File: src/rtl/pcic_pkg.sv
package pcic_pkg;

  localparam int DATA_W    = 8;
  localparam int ADDR_W    = 3;
  localparam int MAX_GRP   = 4;
  localparam int GRP_SEL_W = $clog2(MAX_GRP);

  localparam logic [ADDR_W-1:0] ADDR_FLAG  = 3'd0;
  localparam logic [ADDR_W-1:0] ADDR_EN    = 3'd1;
  localparam logic [ADDR_W-1:0] ADDR_MASK0 = 3'd2;

  typedef enum logic [1:0] {
    RD_NONE = 2'd0,
    RD_FLAG = 2'd1,
    RD_EN   = 2'd2,
    RD_MASK = 2'd3
  } rdSel_e;

  typedef struct packed {
    logic                 flagClr;
    logic                 enLoad;
    logic [MAX_GRP-1:0]   maskLoad;
    logic [DATA_W-1:0]    data;
    rdSel_e               rdSel;
    logic [GRP_SEL_W-1:0] rdGrp;
  } ctrlStrb_t;

endpackage

File: src/rtl/pcic_ctrl.sv
module pcic_ctrl
  import pcic_pkg::*;
#(
  parameter int NG = 4
) (
  input  logic              regWrEn,
  input  logic [ADDR_W-1:0] regAddr,
  input  logic [DATA_W-1:0] regWrData,
  output ctrlStrb_t         strb
);

  always_comb begin
    strb       = '0;
    strb.data  = regWrData;
    strb.rdSel = RD_NONE;
    if (regAddr == ADDR_FLAG) begin
      strb.rdSel   = RD_FLAG;
      strb.flagClr = regWrEn;
    end else if (regAddr == ADDR_EN) begin
      strb.rdSel  = RD_EN;
      strb.enLoad = regWrEn;
    end else begin
      for (int g = 0; g < NG; g++) begin
        if (regAddr == ADDR_MASK0 + ADDR_W'(g)) begin
          strb.rdSel       = RD_MASK;
          strb.rdGrp       = GRP_SEL_W'(g);
          strb.maskLoad[g] = regWrEn;
        end
      end
    end
  end

endmodule

File: src/rtl/pcic_datapath.sv
module pcic_datapath
  import pcic_pkg::*;
#(
  parameter int NUM_PINS    = 27,
  parameter int NG          = 4,
  parameter int SYNC_STAGES = 2
) (
  input  logic                clk,
  input  logic                rstN,
  input  logic [NUM_PINS-1:0] pinIn,
  input  logic                globalIntEn,
  input  logic [NG-1:0]       vecAck,
  input  ctrlStrb_t           strb,
  output logic [DATA_W-1:0]   regRdData,
  output logic [NG-1:0]       irqReq,
  output logic [NG-1:0]       flagQ,
  output logic [NG-1:0]       maskAny
);

  localparam int PAD_W = NG * DATA_W;
  localparam logic [PAD_W-1:0] VALID = PAD_W'({NUM_PINS{1'b1}});

  // synchroniser chain
  logic [SYNC_STAGES-1:0][NUM_PINS-1:0] syncQ;
  logic [NUM_PINS-1:0] prevQ;
  logic [NUM_PINS-1:0] chg;
  logic [PAD_W-1:0]    chgPad;

  always_ff @(posedge clk or negedge rstN) begin
    if (!rstN) syncQ[0] <= '0;
    else       syncQ[0] <= pinIn;
  end

  for (genvar s = 1; s < SYNC_STAGES; s++) begin : gSync
    always_ff @(posedge clk or negedge rstN) begin
      if (!rstN) syncQ[s] <= '0;
      else       syncQ[s] <= syncQ[s-1];
    end
  end

  always_ff @(posedge clk or negedge rstN) begin
    if (!rstN) prevQ <= '0;
    else       prevQ <= syncQ[SYNC_STAGES-1];
  end

  assign chg    = syncQ[SYNC_STAGES-1] ^ prevQ;
  assign chgPad = PAD_W'(chg);

  // mask registers and per-group hit
  logic [NG-1:0][DATA_W-1:0] maskQ;
  logic [NG-1:0]             grpHit;

  for (genvar g = 0; g < NG; g++) begin : gGrp
    always_ff @(posedge clk or negedge rstN) begin
      if (!rstN)                maskQ[g] <= '0;
      else if (strb.maskLoad[g]) maskQ[g] <= strb.data & VALID[g*DATA_W +: DATA_W];
    end
    assign grpHit[g]  = |(chgPad[g*DATA_W +: DATA_W] & maskQ[g]);
    assign maskAny[g] = |maskQ[g];
  end

  // group enables
  logic [NG-1:0] enQ;
  always_ff @(posedge clk or negedge rstN) begin
    if (!rstN)            enQ <= '0;
    else if (strb.enLoad) enQ <= strb.data[NG-1:0];
  end

  // sticky flags: a new hit outranks any clear in the same cycle
  logic [NG-1:0] clrVec;
  assign clrVec = (strb.flagClr ? strb.data[NG-1:0] : '0) | vecAck;

  always_ff @(posedge clk or negedge rstN) begin
    if (!rstN) flagQ <= '0;
    else       flagQ <= (flagQ & ~clrVec) | grpHit;
  end

  // registered request
  always_ff @(posedge clk or negedge rstN) begin
    if (!rstN) irqReq <= '0;
    else       irqReq <= flagQ & enQ & {NG{globalIntEn}};
  end

  // read mux
  always_comb begin
    regRdData = '0;
    case (strb.rdSel)
      RD_FLAG: regRdData = DATA_W'(flagQ);
      RD_EN:   regRdData = DATA_W'(enQ);
      RD_MASK: regRdData = maskQ[strb.rdGrp];
      default: regRdData = '0;
    endcase
  end

endmodule

File: src/rtl/grouped_change_irq.sv
module grouped_change_irq
  import pcic_pkg::*;
#(
  parameter int NUM_PINS    = 27,
  parameter int SYNC_STAGES = 2,
  localparam int NG         = (NUM_PINS + DATA_W - 1) / DATA_W
) (
  input  logic                clk,
  input  logic                rstN,
  input  logic [NUM_PINS-1:0] pinIn,
  input  logic                globalIntEn,
  input  logic                regWrEn,
  input  logic [ADDR_W-1:0]   regAddr,
  input  logic [DATA_W-1:0]   regWrData,
  output logic [DATA_W-1:0]   regRdData,
  input  logic [NG-1:0]       vecAck,
  output logic [NG-1:0]       irqReq
);

  ctrlStrb_t     strb;
  logic [NG-1:0] flagQ;
  logic [NG-1:0] maskAny;

  pcic_ctrl #(.NG(NG)) u_ctrl (
    .regWrEn   (regWrEn),
    .regAddr   (regAddr),
    .regWrData (regWrData),
    .strb      (strb)
  );

  pcic_datapath #(
    .NUM_PINS    (NUM_PINS),
    .NG          (NG),
    .SYNC_STAGES (SYNC_STAGES)
  ) u_dp (
    .clk         (clk),
    .rstN        (rstN),
    .pinIn       (pinIn),
    .globalIntEn (globalIntEn),
    .vecAck      (vecAck),
    .strb        (strb),
    .regRdData   (regRdData),
    .irqReq      (irqReq),
    .flagQ       (flagQ),
    .maskAny     (maskAny)
  );

endmodule

File: config.mk
export PLATFORM = sky130hd
export DESIGN_NAME = grouped_change_irq
export DESIGN_NICKNAME = d
export VERILOG_FILES = /design/src/rtl/pcic_pkg.sv /design/src/rtl/pcic_ctrl.sv /design/src/rtl/pcic_datapath.sv /design/src/rtl/grouped_change_irq.sv
export SDC_FILE = /design/constraint.sdc
export NUM_CORES = 1
export LEC_CHECK = 0
export CORE_UTILIZATION = 30
export DETAILED_ROUTE_END_ITERATION = 6
export PLACE_DENSITY_LB_ADDON = 0.3
export SYNTH_ARGS = -nofsm -noshare
export SYNTH_HDL_FRONTEND = slang
export SYNTH_SLANG_ARGS = --single-unit
export TNS_END_PERCENT = 1
File: constraint.sdc
create_clock -name clk -period 2.5 [get_ports clk]
set_clock_uncertainty 0.1 [all_clocks]
set_input_delay 0.375 -clock clk [delete_from_list [all_inputs] [get_ports clk]]
set_output_delay 0.375 -clock clk [all_outputs]
set_load 0.01 [all_outputs]
==> results of run 1 <==
[cell usage after synthesis]
cell,instances,share of area [%]
sky130_fd_sc_hd__a221oi_1,3,0.62
sky130_fd_sc_hd__a222oi_1,1,0.24
sky130_fd_sc_hd__a22o_1,3,0.62
sky130_fd_sc_hd__a22oi_1,12,2.1
sky130_fd_sc_hd__and2b_1,1,0.18
sky130_fd_sc_hd__and2b_2,1,0.21
sky130_fd_sc_hd__and3_1,5,0.74
sky130_fd_sc_hd__and4bb_1,1,0.29
sky130_fd_sc_hd__and4bb_4,1,0.38
sky130_fd_sc_hd__buf_4,3,0.53
sky130_fd_sc_hd__buf_6,3,0.80
sky130_fd_sc_hd__dfrtp_1,120,71
sky130_fd_sc_hd__mux2_2,23,6.1
sky130_fd_sc_hd__mux2_4,9,3.2
sky130_fd_sc_hd__mux2i_1,9,2.1
sky130_fd_sc_hd__nand2_1,10,0.88
sky130_fd_sc_hd__nand2b_1,2,0.29
sky130_fd_sc_hd__nand3b_1,4,0.71
sky130_fd_sc_hd__nand4_1,3,0.44
sky130_fd_sc_hd__nand4b_1,1,0.21
sky130_fd_sc_hd__nand4b_4,1,0.56
sky130_fd_sc_hd__nor2_1,2,0.18
sky130_fd_sc_hd__nor4b_4,1,0.56
sky130_fd_sc_hd__o21ai_0,4,0.47
sky130_fd_sc_hd__o221ai_1,3,0.62
sky130_fd_sc_hd__o22ai_1,1,0.15
sky130_fd_sc_hd__or3_1,3,0.44
sky130_fd_sc_hd__xor2_1,27,5.6
[layout make-up]
type	count	area [um2]	area share, %
Clock buffer	18	439	7.53
Multi-Input combinational cell	131	1190	20.4
Sequential cell	120	3000	51.5
Timing Repair Buffer	72	711	12.2
Clock inverter	14	269	4.61
Tap cell	180	225	3.86
[flip-flops by register name (all words and copies together), names as in the netlist]
register	cells
u_dp.syncQ	54
u_dp.maskQ	27
u_dp.prevQ	27
u_dp.enQ	4
u_dp.flagQ	4
u_dp.irqReq	4
[worst max-delay path, stage by stage]
cell                              delay [ps]
sky130_fd_sc_hd__clkdlybuf4s50_1         430
sky130_fd_sc_hd__buf_4                   180
sky130_fd_sc_hd__or3_1                   340
sky130_fd_sc_hd__o221ai_1                 80
sky130_fd_sc_hd__clkdlybuf4s50_1         570
[metrics by stage]
stage                     util (%)  hold WS, ps  instance area [um2]
after CTS                     42.1          218                 5830
after floorplan                  -        -20.6                 4240
after detailed placement      37.0         97.8                 5110
after global routing          42.2          238                 5840
after global placement        37.0         97.1                 5110
final                         42.2          230                 5840
[cells by family (layout without fill, tap and decap cells)]
family                 Yosys count  count (layout)  synth area share, %
XOR/XNOR                        27              27                 5.57
flip-flops                     120             120                 70.8
multiplexers                    41              41                 11.4
AND/OR/NAND/NOR                 36              36                 6.08
buffers and inverters            6             104                 1.33
AO/OA/AOI/OAI                   27              27                 4.84
[path summary, 6_finish.rpt]
kind	from	endpoint	slack, ps
min in group clk	u_dp.syncQ[26]$_DFF_PN0_	u_dp.syncQ[53]$_DFF_PN0_	240
max	regAddr[2]	regRdData[1]	60
max reg2reg	u_dp.syncQ[48]$_DFF_PN0_	u_dp.flagQ[2]$_DFF_PN0_	1020
min	rstN	u_dp.prevQ[17]$_DFF_PN0_	230
min reg2reg	u_dp.syncQ[26]$_DFF_PN0_	u_dp.syncQ[53]$_DFF_PN0_	240
max in group asynchronous	rstN	u_dp.prevQ[6]$_DFF_PN0_	1390
[power by group through the flow]
| stage | Clock [W] | Combinational [W] | Sequential, W |
|---|---|---|---|
| 6_report | 0.00287 | 0.000532 | 0.00230 |
| 5_1_grt | 0.00301 | 0.000583 | 0.00233 |
| 4_1_cts | 0.00292 | 0.000546 | 0.00230 |
| 3_5_place_dp | 0 | 0.000543 | 0.00234 |
| 3_3_place_gp | 0 | 0.000532 | 0.00233 |
| 2_1_floorplan | 0 | 0.000291 | 0.00227 |
[metal layers]
| layer | routed length [um] | up-vias | track usage [%] |
|---|---|---|---|
| met4 | 125 | 0 | 6.02 |
| met5 | 0 | - | 0 |
| met3 | 417 | 11 | 4.98 |
| met1 | 3780 | 1216 | 16.1 |
| met2 | 4040 | 61 | 19.7 |
| li1 | - | 1087 | - |
[repair_timing]
item	CTS	global route
hold buffers	1	0
hold endpoints to repair	80	0
gates cloned	0	0
gates resized for setup	11	4
endpoints found under the setup margin	8	4
==> metrics.md, run 1 <==
| Metric | Value |
|---|---|
| Worst slew slack as a fraction of its limit | `67.7%` |
| Run status | `finished clean` |
| Number of global-route vias before repair | `2525` |
| Total iterations of the first detailed-routing run | `4` |
| Final routed DRC violation total | `0` |
| Die Span X | `121 um` |
| Count of final setup violators | `0` |
| CTS H-Tree Depth | `4` |
| Total number of clock tree sinks | `120` |
| Average detailed-routed wire length per instance | `15.6 um` |
| Clock tree root driver cell | `sky130_fd_sc_hd__clkbuf_16` |
| Summed instance area of the synthesized netlist | `0.00424 mm2` |
| Type of the setup path with the least slack | `input port to output pin` |
| Synth Instances | `257` |
| All-Layer GR Usage | `12.9%` |
| Skew-Pair Late Insertion Delay | `410 ps` |
| Vias per cell | `4.44` |
| Register area share after synthesis | `70.8%` |
| Worst Setup Slack post-DPL | `-228 ps` |
| Total gr overflow | `0` |
| Fraction of final layout cells with drive strength greater than 1 | `24.2%` |
| Max Transition Viols Final | `0` |
| Wire length of the first global-routing pass | `13500 um` |
| Proportion of total power due to net switching | `21.6%` |
| Hold Fails Final Rpt | `0` |
| Pin count of the biggest net entering global routing | `76` |
| LEAKAGE | `2.61 nW` |
| Max Cap Viol | `0` |
| Maximum vdd ir drop | `0.515 mV` |
| Clk buf depth | `2` |
| Arrival time worst endpoint | `1960 ps` |
| Achievable Freq | `410 MHz` |
| Number of standard cells in the final layout excluding fillers | `535` |
| TritonCTS clock tree | `done` |
| Slew of the pin with the lowest slew margin | `484 ps` |
| FP Rows | `43` |
| DP Wirelength | `5900 um` |
| Sequential fraction of design power | `40.4%` |
| Starting density of the core | `30.7%` |
| Kind of end point of the critical path | `output pin` |
| Most common library cell in the layout ignoring fill and taps | `sky130_fd_sc_hd__dfrtp_1` |
| Unique masters post-synth | `28` |
| Number of nets in the synthesized netlist | `303` |
| Total wire length | `8360 um` |
| Area of the die | `0.0146 mm2` |
| Power dissipated by switching net loads | `0.00123 W` |
| Most frequent cells in the layout | `sky130_fd_sc_hd__dfrtp_1, sky130_fd_sc_hd__clkdlybuf4s50_1, sky130_fd_sc_hd__xor2_1` |
| Clock share of power | `50.3%` |
| Num ports | `58` |
| Internal portion of total power | `0.00447 W` |
| Placer's final routability congestion estimate | `0.856` |
| Total Power Consumption | `0.00570 W` |
| Path category of the worst min-delay check | `input port to asynchronous set/reset pin` |
| Setup fix buffers added after clock tree synthesis | `0` |
| Setup repair after global routing missed its margin | `false` |
| Proportion of power drawn by combinational gates | `9.3%` |
| R2r worst-path depth | `4` |
| Core area | `0.0138 mm2` |
| Final worst slack | `60.1 ps` |
| Number of fill cells in the layout | `1255` |
| Number of placed instances with taps included | `502` |
| Post-synthesis area per instance | `16.5 um2` |
| Ant diodes | `0` |
| Post-DRT Antenna Nets | `0` |
| Clock buffers created by TritonCTS | `17` |
| First-iteration detailed-routing DRC count | `139` |
| Critical path launch point type | `input port` |
| Required time of the critical path | `2030 ps` |
| Clock slew seen by the registers of the worst setup and hold paths | `50 ps` |
| Total vias in the final route | `2375` |
| Post-route minimum period | `2440 ps` |
| Top fanout value on the critical path | `7` |
| Total power per unit cell area | `977 mW/mm2` |
| Count of yosys warnings during synthesis | `0` |
| Die extent in y | `121 um` |
| Number of nets in the finished design | `388` |
| Antenna violations before repair | `0` |
| I/O Buffers | `57` |
| Layout overhead on the synthesized area | `37.5%` |
| Period utilisation layout | `97.6%` |
| Final TNS setup | `0 ps` |
| Count of state elements after synthesis | `120` |
(Power assumes the default switching activity.)
==> inputs of run 2 (changes only) <==
--- a/config.mk
+++ b/config.mk
@@ -8,6 +8,7 @@
 export CORE_UTILIZATION = 30
 export DETAILED_ROUTE_END_ITERATION = 6
 export PLACE_DENSITY_LB_ADDON = 0.3
+export SKIP_LAST_GASP = 1
 export SYNTH_ARGS = -nofsm -noshare
 export SYNTH_HDL_FRONTEND = slang
 export SYNTH_SLANG_ARGS = --single-unit
==> run 2 against run 1 <==
  * The run now ends with negative setup slack left
  * First-iteration DRC count up 22%
  * Sequential share of layout area grew 0.055 points
  * Fmax shrank 6.6%
  * Global-route usage about the same
  * Sequential power about the same
  * Sequential cell count is the same
  * Total power is essentially flat
  * Combinational power increased by 0.8%
  * Hold slack about the same
  * Largest cell class unchanged
  * Largest power group unchanged
==> metrics.md, run 2 (synthesis gave the netlist of run 1 again) <==
| Metric | Value |
|---|---|
| Registers with the most flip-flops | `u_dp.syncQ: 54 flops, u_dp.maskQ: 27 flops, u_dp.prevQ: 27 flops` |
| Startpoint of the worst setup timing path | `regAddr[1]` |
| Max Cap Viol | `0` |
| Skew-Pair Late Insertion Delay | `410 ps` |
| Clock tree root driver cell | `sky130_fd_sc_hd__clkbuf_16` |
| CTS H-Tree Depth | `4` |
| Power dissipated by switching net loads | `0.00123 W` |
| TritonCTS clock tree | `done` |
| Critical path launch point type | `input port` |
| Most flop-heavy register | `u_dp.syncQ` |
| Number of global-route vias before repair | `2517` |
| Proportion of total power due to net switching | `21.6%` |
| Clock slew seen by the registers of the worst setup and hold paths | `50 ps` |
| Worst slew slack as a fraction of its limit | `67.6%` |
| Flip-flop count of the largest register, all copies and words added | `54` |
| Core area | `0.0138 mm2` |
| Post-Route Utilization | `42.2%` |
| Final worst slack | `-112 ps` |
| Antenna violations before repair | `0` |
| First-iteration detailed-routing DRC count | `169` |
| Internal portion of total power | `0.00447 W` |
| Achievable Freq | `383 MHz` |
| Fraction of final layout cells with drive strength greater than 1 | `23.4%` |
| Final routed DRC violation total | `0` |
| Most frequent cells in the layout | `sky130_fd_sc_hd__dfrtp_1, sky130_fd_sc_hd__clkdlybuf4s50_1, sky130_fd_sc_hd__xor2_1` |
| Layout overhead on the synthesized area | `37.4%` |
| Top fanout value on the critical path | `5` |
| Kind of end point of the critical path | `output pin` |
| All-Layer GR Usage | `12.9%` |
| Clock buffers created by TritonCTS | `17` |
| Total power per unit cell area | `978 mW/mm2` |
| Most common library cell in the layout ignoring fill and taps | `sky130_fd_sc_hd__dfrtp_1` |
| Launch point of the worst reg-to-reg path | `u_dp.syncQ[48]$_DFF_PN0_` |
| Violated checks | `negative setup slack` |
| Starting density of the core | `30.7%` |
| Hold Fails Final Rpt | `0` |
| Setup repair after global routing missed its margin | `true` |
| Slew of the pin with the lowest slew margin | `486 ps` |
| I/O Buffers | `57` |
| Die extent in y | `121 um` |
| Total wire length | `8350 um` |
| Clock share of power | `50.2%` |
| LEAKAGE | `2.56 nW` |
| Clk buf depth | `2` |
| Run status | `finished, violations left` |
| Path category of the worst min-delay check | `input port to asynchronous set/reset pin` |
| Arrival time worst endpoint | `2140 ps` |
| DP Wirelength | `5900 um` |
| Total vias in the final route | `2364` |
| Type of the setup path with the least slack | `input port to output pin` |
| Count of final setup violators | `6` |
| Number of fill cells in the layout | `1252` |
| Sequential fraction of design power | `40.4%` |
| Max Transition Viols Final | `0` |
| Proportion of power drawn by combinational gates | `9.4%` |
| Total number of clock tree sinks | `120` |
| Num ports | `58` |
| Required time of the critical path | `2030 ps` |
| Placer's final routability congestion estimate | `0.856` |
| Vias per cell | `4.42` |
| Post-DRT Antenna Nets | `0` |
| Wire length of the first global-routing pass | `13500 um` |
| Pin count of the biggest net entering global routing | `76` |
| Area of the die | `0.0146 mm2` |
| Post-route minimum period | `2610 ps` |
| Ant diodes | `0` |
| Die Span X | `121 um` |
| FP Rows | `43` |
| Period utilisation layout | `104%` |
| Worst hold slack after final layout | `230 ps` |
| Average detailed-routed wire length per instance | `15.6 um` |
| Total iterations of the first detailed-routing run | `4` |
| Setup fix buffers added after clock tree synthesis | `0` |
| Maximum vdd ir drop | `0.515 mV` |
| Total gr overflow | `0` |
| Number of nets in the finished design | `388` |
==> run 2: repair_timing <==
action                                 CTS  global route
resized for setup                        3             1
hold buffers                             1             0
endpoints found under the hold margin   80             0
setup endpoints to repair                8             7
cloned                                   0             0
pin swaps                                0             0
==> run 2: worst paths after layout <==
path,endpoint,slack (ps),cells after the start
max reg2reg,u_dp.flagQ[2]$_DFF_PN0_,1020,4
max,regRdData[3],-110,6
min reg2reg,u_dp.syncQ[53]$_DFF_PN0_,240,0
min,u_dp.prevQ[17]$_DFF_PN0_,230,2
min in group clk,u_dp.syncQ[53]$_DFF_PN0_,240,0
max in group asynchronous,u_dp.prevQ[6]$_DFF_PN0_,1390,3
==> run 2: worst max-delay path: stages <==
cell	delay, ps
sky130_fd_sc_hd__clkdlybuf4s50_1	550
sky130_fd_sc_hd__buf_4	140
sky130_fd_sc_hd__mux2_2	310
sky130_fd_sc_hd__a22oi_1	130
sky130_fd_sc_hd__o22ai_1	120
sky130_fd_sc_hd__clkdlybuf4s50_1	500
==> run 2: per-layer routing <==
layer	part of all wire [%]	GRT usage, %	wire length, um	vias up
met5	0	0	0	-
met4	1.5	6.02	125	0
met3	4.7	4.98	395	11
met2	48	19.7	4040	56
met1	45	16.1	3790	1208
li1	-	-	-	1089
==> run 2: cell type report <==
| type | count | area (um2) | area share, % |
|---|---|---|---|
| flip-flops and latches | 120 | 3000 | 51.5 |
| multi-input cells | 131 | 1180 | 20.3 |
| repair buffers | 72 | 709 | 12.2 |
| clock buffers | 18 | 439 | 7.53 |
| clock inverters | 14 | 269 | 4.61 |
| well taps | 180 | 225 | 3.86 |
==> run 2: per-stage QoR <==
stage          cells  cell area [um2]  TNS, ps  setup WS, ps  total power, W
6_report         535             5830     -513          -112         0.00570
5_1_grt          535             5830     -947          -188         0.00592
3_5_place_dp     502             5110    -1150          -228         0.00288
3_3_place_gp     502             5110     -997          -234         0.00287
2_1_floorplan    257             4240        0           913         0.00256
4_1_cts          535             5830     -798          -152         0.00577
==> run 2: power by group through the flow <==
stage                     registers, W  clock network, W  logic, W
after floorplan                0.00227                 0  0.000291
after global placement         0.00233                 0  0.000532
after detailed placement       0.00234                 0  0.000543
after CTS                      0.00230           0.00292  0.000548
after global routing           0.00233           0.00301  0.000586
final                          0.00230           0.00287  0.000536
==> inputs of run 3 (changes only) <==
--- a/config.mk
+++ b/config.mk
@@ -7,7 +7,7 @@
 export LEC_CHECK = 0
 export CORE_UTILIZATION = 30
 export DETAILED_ROUTE_END_ITERATION = 6
-export PLACE_DENSITY_LB_ADDON = 0.3
+export PLACE_DENSITY = 0.5
 export SKIP_LAST_GASP = 1
 export SYNTH_ARGS = -nofsm -noshare
 export SYNTH_HDL_FRONTEND = slang
==> run 3 against run 2 <==
  * The flow still finishes with violations (negative setup slack)
  * Register-to-register slack got worse by 110 ps
  * Global-route usage rose by 0.079 points
  * Clock-buffer cell count grew 3
  * Combinational power increased by 2%
  * Highest routed layer unchanged
  * Die area unchanged
  * Critical path type unchanged
  * Hold slack gained 10 ps
==> metrics.md, run 3 (synthesis gave the netlist of run 1 again) <==
| Metric | Value |
|---|---|
| Run status | `finished, violations left` |
| Violated checks | `negative setup slack` |
| Startpoint of the most critical hold path | `u_dp.syncQ[18]$_DFF_PN0_` |
| Core area | `0.0138 mm2` |
| Wire length of the first global-routing pass | `13600 um` |
| Die Span X | `121 um` |
| DP Wirelength | `5860 um` |
| Final worst slack | `-178 ps` |
| TritonCTS clock tree | `done` |
| Slew of the pin with the lowest slew margin | `649 ps` |
| CTS H-Tree Depth | `4` |
| Clock slew seen by the registers of the worst setup and hold paths | `50 ps` |
| Clk buf depth | `2` |
| Total wire length | `8250 um` |
| Met3 track utilization from global routing | `5.36%` |
| Cell seen most often among critical-path stages | `sky130_fd_sc_hd__clkdlybuf4s50_1` |
| Registers with the most flip-flops | `u_dp.syncQ: 54 flops, u_dp.maskQ: 27 flops, u_dp.prevQ: 27 flops` |
| Area of the die | `0.0146 mm2` |
| Maximum vdd ir drop | `0.450 mV` |
| Top fanout value on the critical path | `10` |
| Arrival time worst endpoint | `2200 ps` |
| FP Rows | `43` |
| Number of global-route vias before repair | `2508` |
| FF-to-FF setup slack | `910 ps` |
| Critical path launch point type | `input port` |
| Gr busiest metal | `met2` |
| Fraction of final layout cells with drive strength greater than 1 | `23.9%` |
| Vias per cell | `4.28` |
| Clock buffers created by TritonCTS | `17` |
| Post-Route Utilization | `41.2%` |
| Post-route cell area | `0.00569 mm2` |
| Setup repair after global routing missed its margin | `true` |
| Standard cell area after detailed placement | `0.00511 mm2` |
| Total gr overflow | `0` |
| Met2 Track Usage GR | `19.0%` |
| Post-route minimum period | `2680 ps` |
| Placer's final routability congestion estimate | `0.791` |
| Met1 layer usage reported by global route | `17.1%` |
| Period utilisation layout | `107%` |
| Count of final setup violators | `6` |
| Slowest cell on crit path | `sky130_fd_sc_hd__clkdlybuf4s50_1` |
| Hold Fails Final Rpt | `0` |
| Launch point of the worst reg-to-reg path | `u_dp.syncQ[40]$_DFF_PN0_` |
| Layout overhead on the synthesized area | `34.1%` |
| Ant diodes | `0` |
| Total iterations of the first detailed-routing run | `4` |
| Total vias in the final route | `2296` |
| First-iteration detailed-routing DRC count | `130` |
| Clock tree root driver cell | `sky130_fd_sc_hd__clkbuf_16` |
| Antenna violations before repair | `0` |
| Startpoint of the worst setup timing path | `regAddr[2]` |
| All-Layer GR Usage | `13.0%` |
| I/O Buffers | `57` |
| Most common library cell in the layout ignoring fill and taps | `sky130_fd_sc_hd__dfrtp_1` |
| Number of standard cells in the final layout excluding fillers | `536` |
| Worst hold path endpoint | `u_dp.syncQ[45]$_DFF_PN0_` |
| Num ports | `58` |
| Hold Path Stages | `0` |
| Achievable Freq | `373 MHz` |
| Total number of clock tree sinks | `120` |
| Post-DRT Antenna Nets | `0` |
| Total Power Consumption | `0.00510 W` |
| Total power per unit cell area | `897 mW/mm2` |
| Destination of the worst register-to-register timing path | `u_dp.flagQ[1]$_DFF_PN0_` |
| Skew-Pair Late Insertion Delay | `400 ps` |
| Flip-flop count of the largest register, all copies and words added | `54` |
| Max Cap Viol | `0` |
| Kind of end point of the critical path | `output pin` |
| Number of nets in the finished design | `391` |
| Number of placed instances with taps included | `505` |
| Worst slew slack as a fraction of its limit | `56.8%` |
| Most flop-heavy register | `u_dp.syncQ` |
| Path category of the worst min-delay check | `register to register` |
| Worst path cell trace | `clkdlybuf4s50_1 > buf_4 > and2b_2 > a22oi_1 > o21ai_0 > clkdlybuf4s50_1` |
| Pin count of the biggest net entering global routing | `50` |
| Die extent in y | `121 um` |
| Final routed DRC violation total | `0` |
| Required time of the critical path | `2030 ps` |
| R2r worst-path depth | `4` |
| LEAKAGE | `2.50 nW` |
| Max Transition Viols Final | `0` |
| Type of the setup path with the least slack | `input port to output pin` |
| Average detailed-routed wire length per instance | `15.4 um` |
| Largest stage delay on the critical path | `600 ps` |
| Most frequent cells in the layout | `sky130_fd_sc_hd__dfrtp_1, sky130_fd_sc_hd__clkdlybuf4s50_1, sky130_fd_sc_hd__xor2_1` |
| Starting density of the core | `30.7%` |
| Worst hold slack after final layout | `240 ps` |
## run 3: cell type report
cell class	instances	area, um2
Sequential cell	120	3000
Timing Repair Buffer	75	711
Multi-Input combinational cell	131	1200
Clock inverter	9	103
Tap cell	180	225
Fill cell	1255	8140
Clock buffer	21	450
## run 3: what timing repair did
action | in CTS | in global routing
pin swaps | 0 | 0
setup endpoints to repair | 8 | 8
buffers inserted | 0 | 0
gates resized for setup | 6 | 3
hold buffers | 1 | 0
cloned | 0 | 0
endpoints found under the hold margin | 44 | 0
## run 3: how the worst max path moves through the flow
stage / depth (start not counted) / end / slack [ps]
floorplan: 4 / regRdData[4] / 910
global placement: 7 / regRdData[5] / -300
detailed placement: 7 / regRdData[5] / -320
CTS: 7 / regRdData[5] / -170
global route: 6 / regRdData[2] / -230
finish: 6 / regRdData[6] / -180
## run 3: critical path: cells and delay by family
| kind | cells | cell delay (ps) |
|---|---|---|
| buffers and inverters | 3 | 1240 |
| and+or+nand+nor | 1 | 220 |
| AOI/OAI and AO/OA | 2 | 360 |
## run 3: power by group
part	total, W	switching [W]	internal [W]
combinational	0.000547	0.000217	0.000330
sequential	0.00230	0.000151	0.00215
clock	0.00226	0.000791	0.00147
total	0.00510	0.00116	0.00395
## run 3: through the flow
stage               setup WS (ps)  TNS [ps]
global placement             -298     -1380
floorplan                     913         0
global route                 -231     -1310
detailed placement           -322     -1480
finish                       -178      -880
CTS                          -165     -1060
## run 3: metal layers
metal | routed length [um] | up-vias | part of all wire (%)
li1 | - | 1094 | -
met1 | 4020 | 1131 | 49
met2 | 3680 | 61 | 45
met3 | 440 | 10 | 5.3
met4 | 112 | 0 | 1.4
met5 | 0 | - | 0
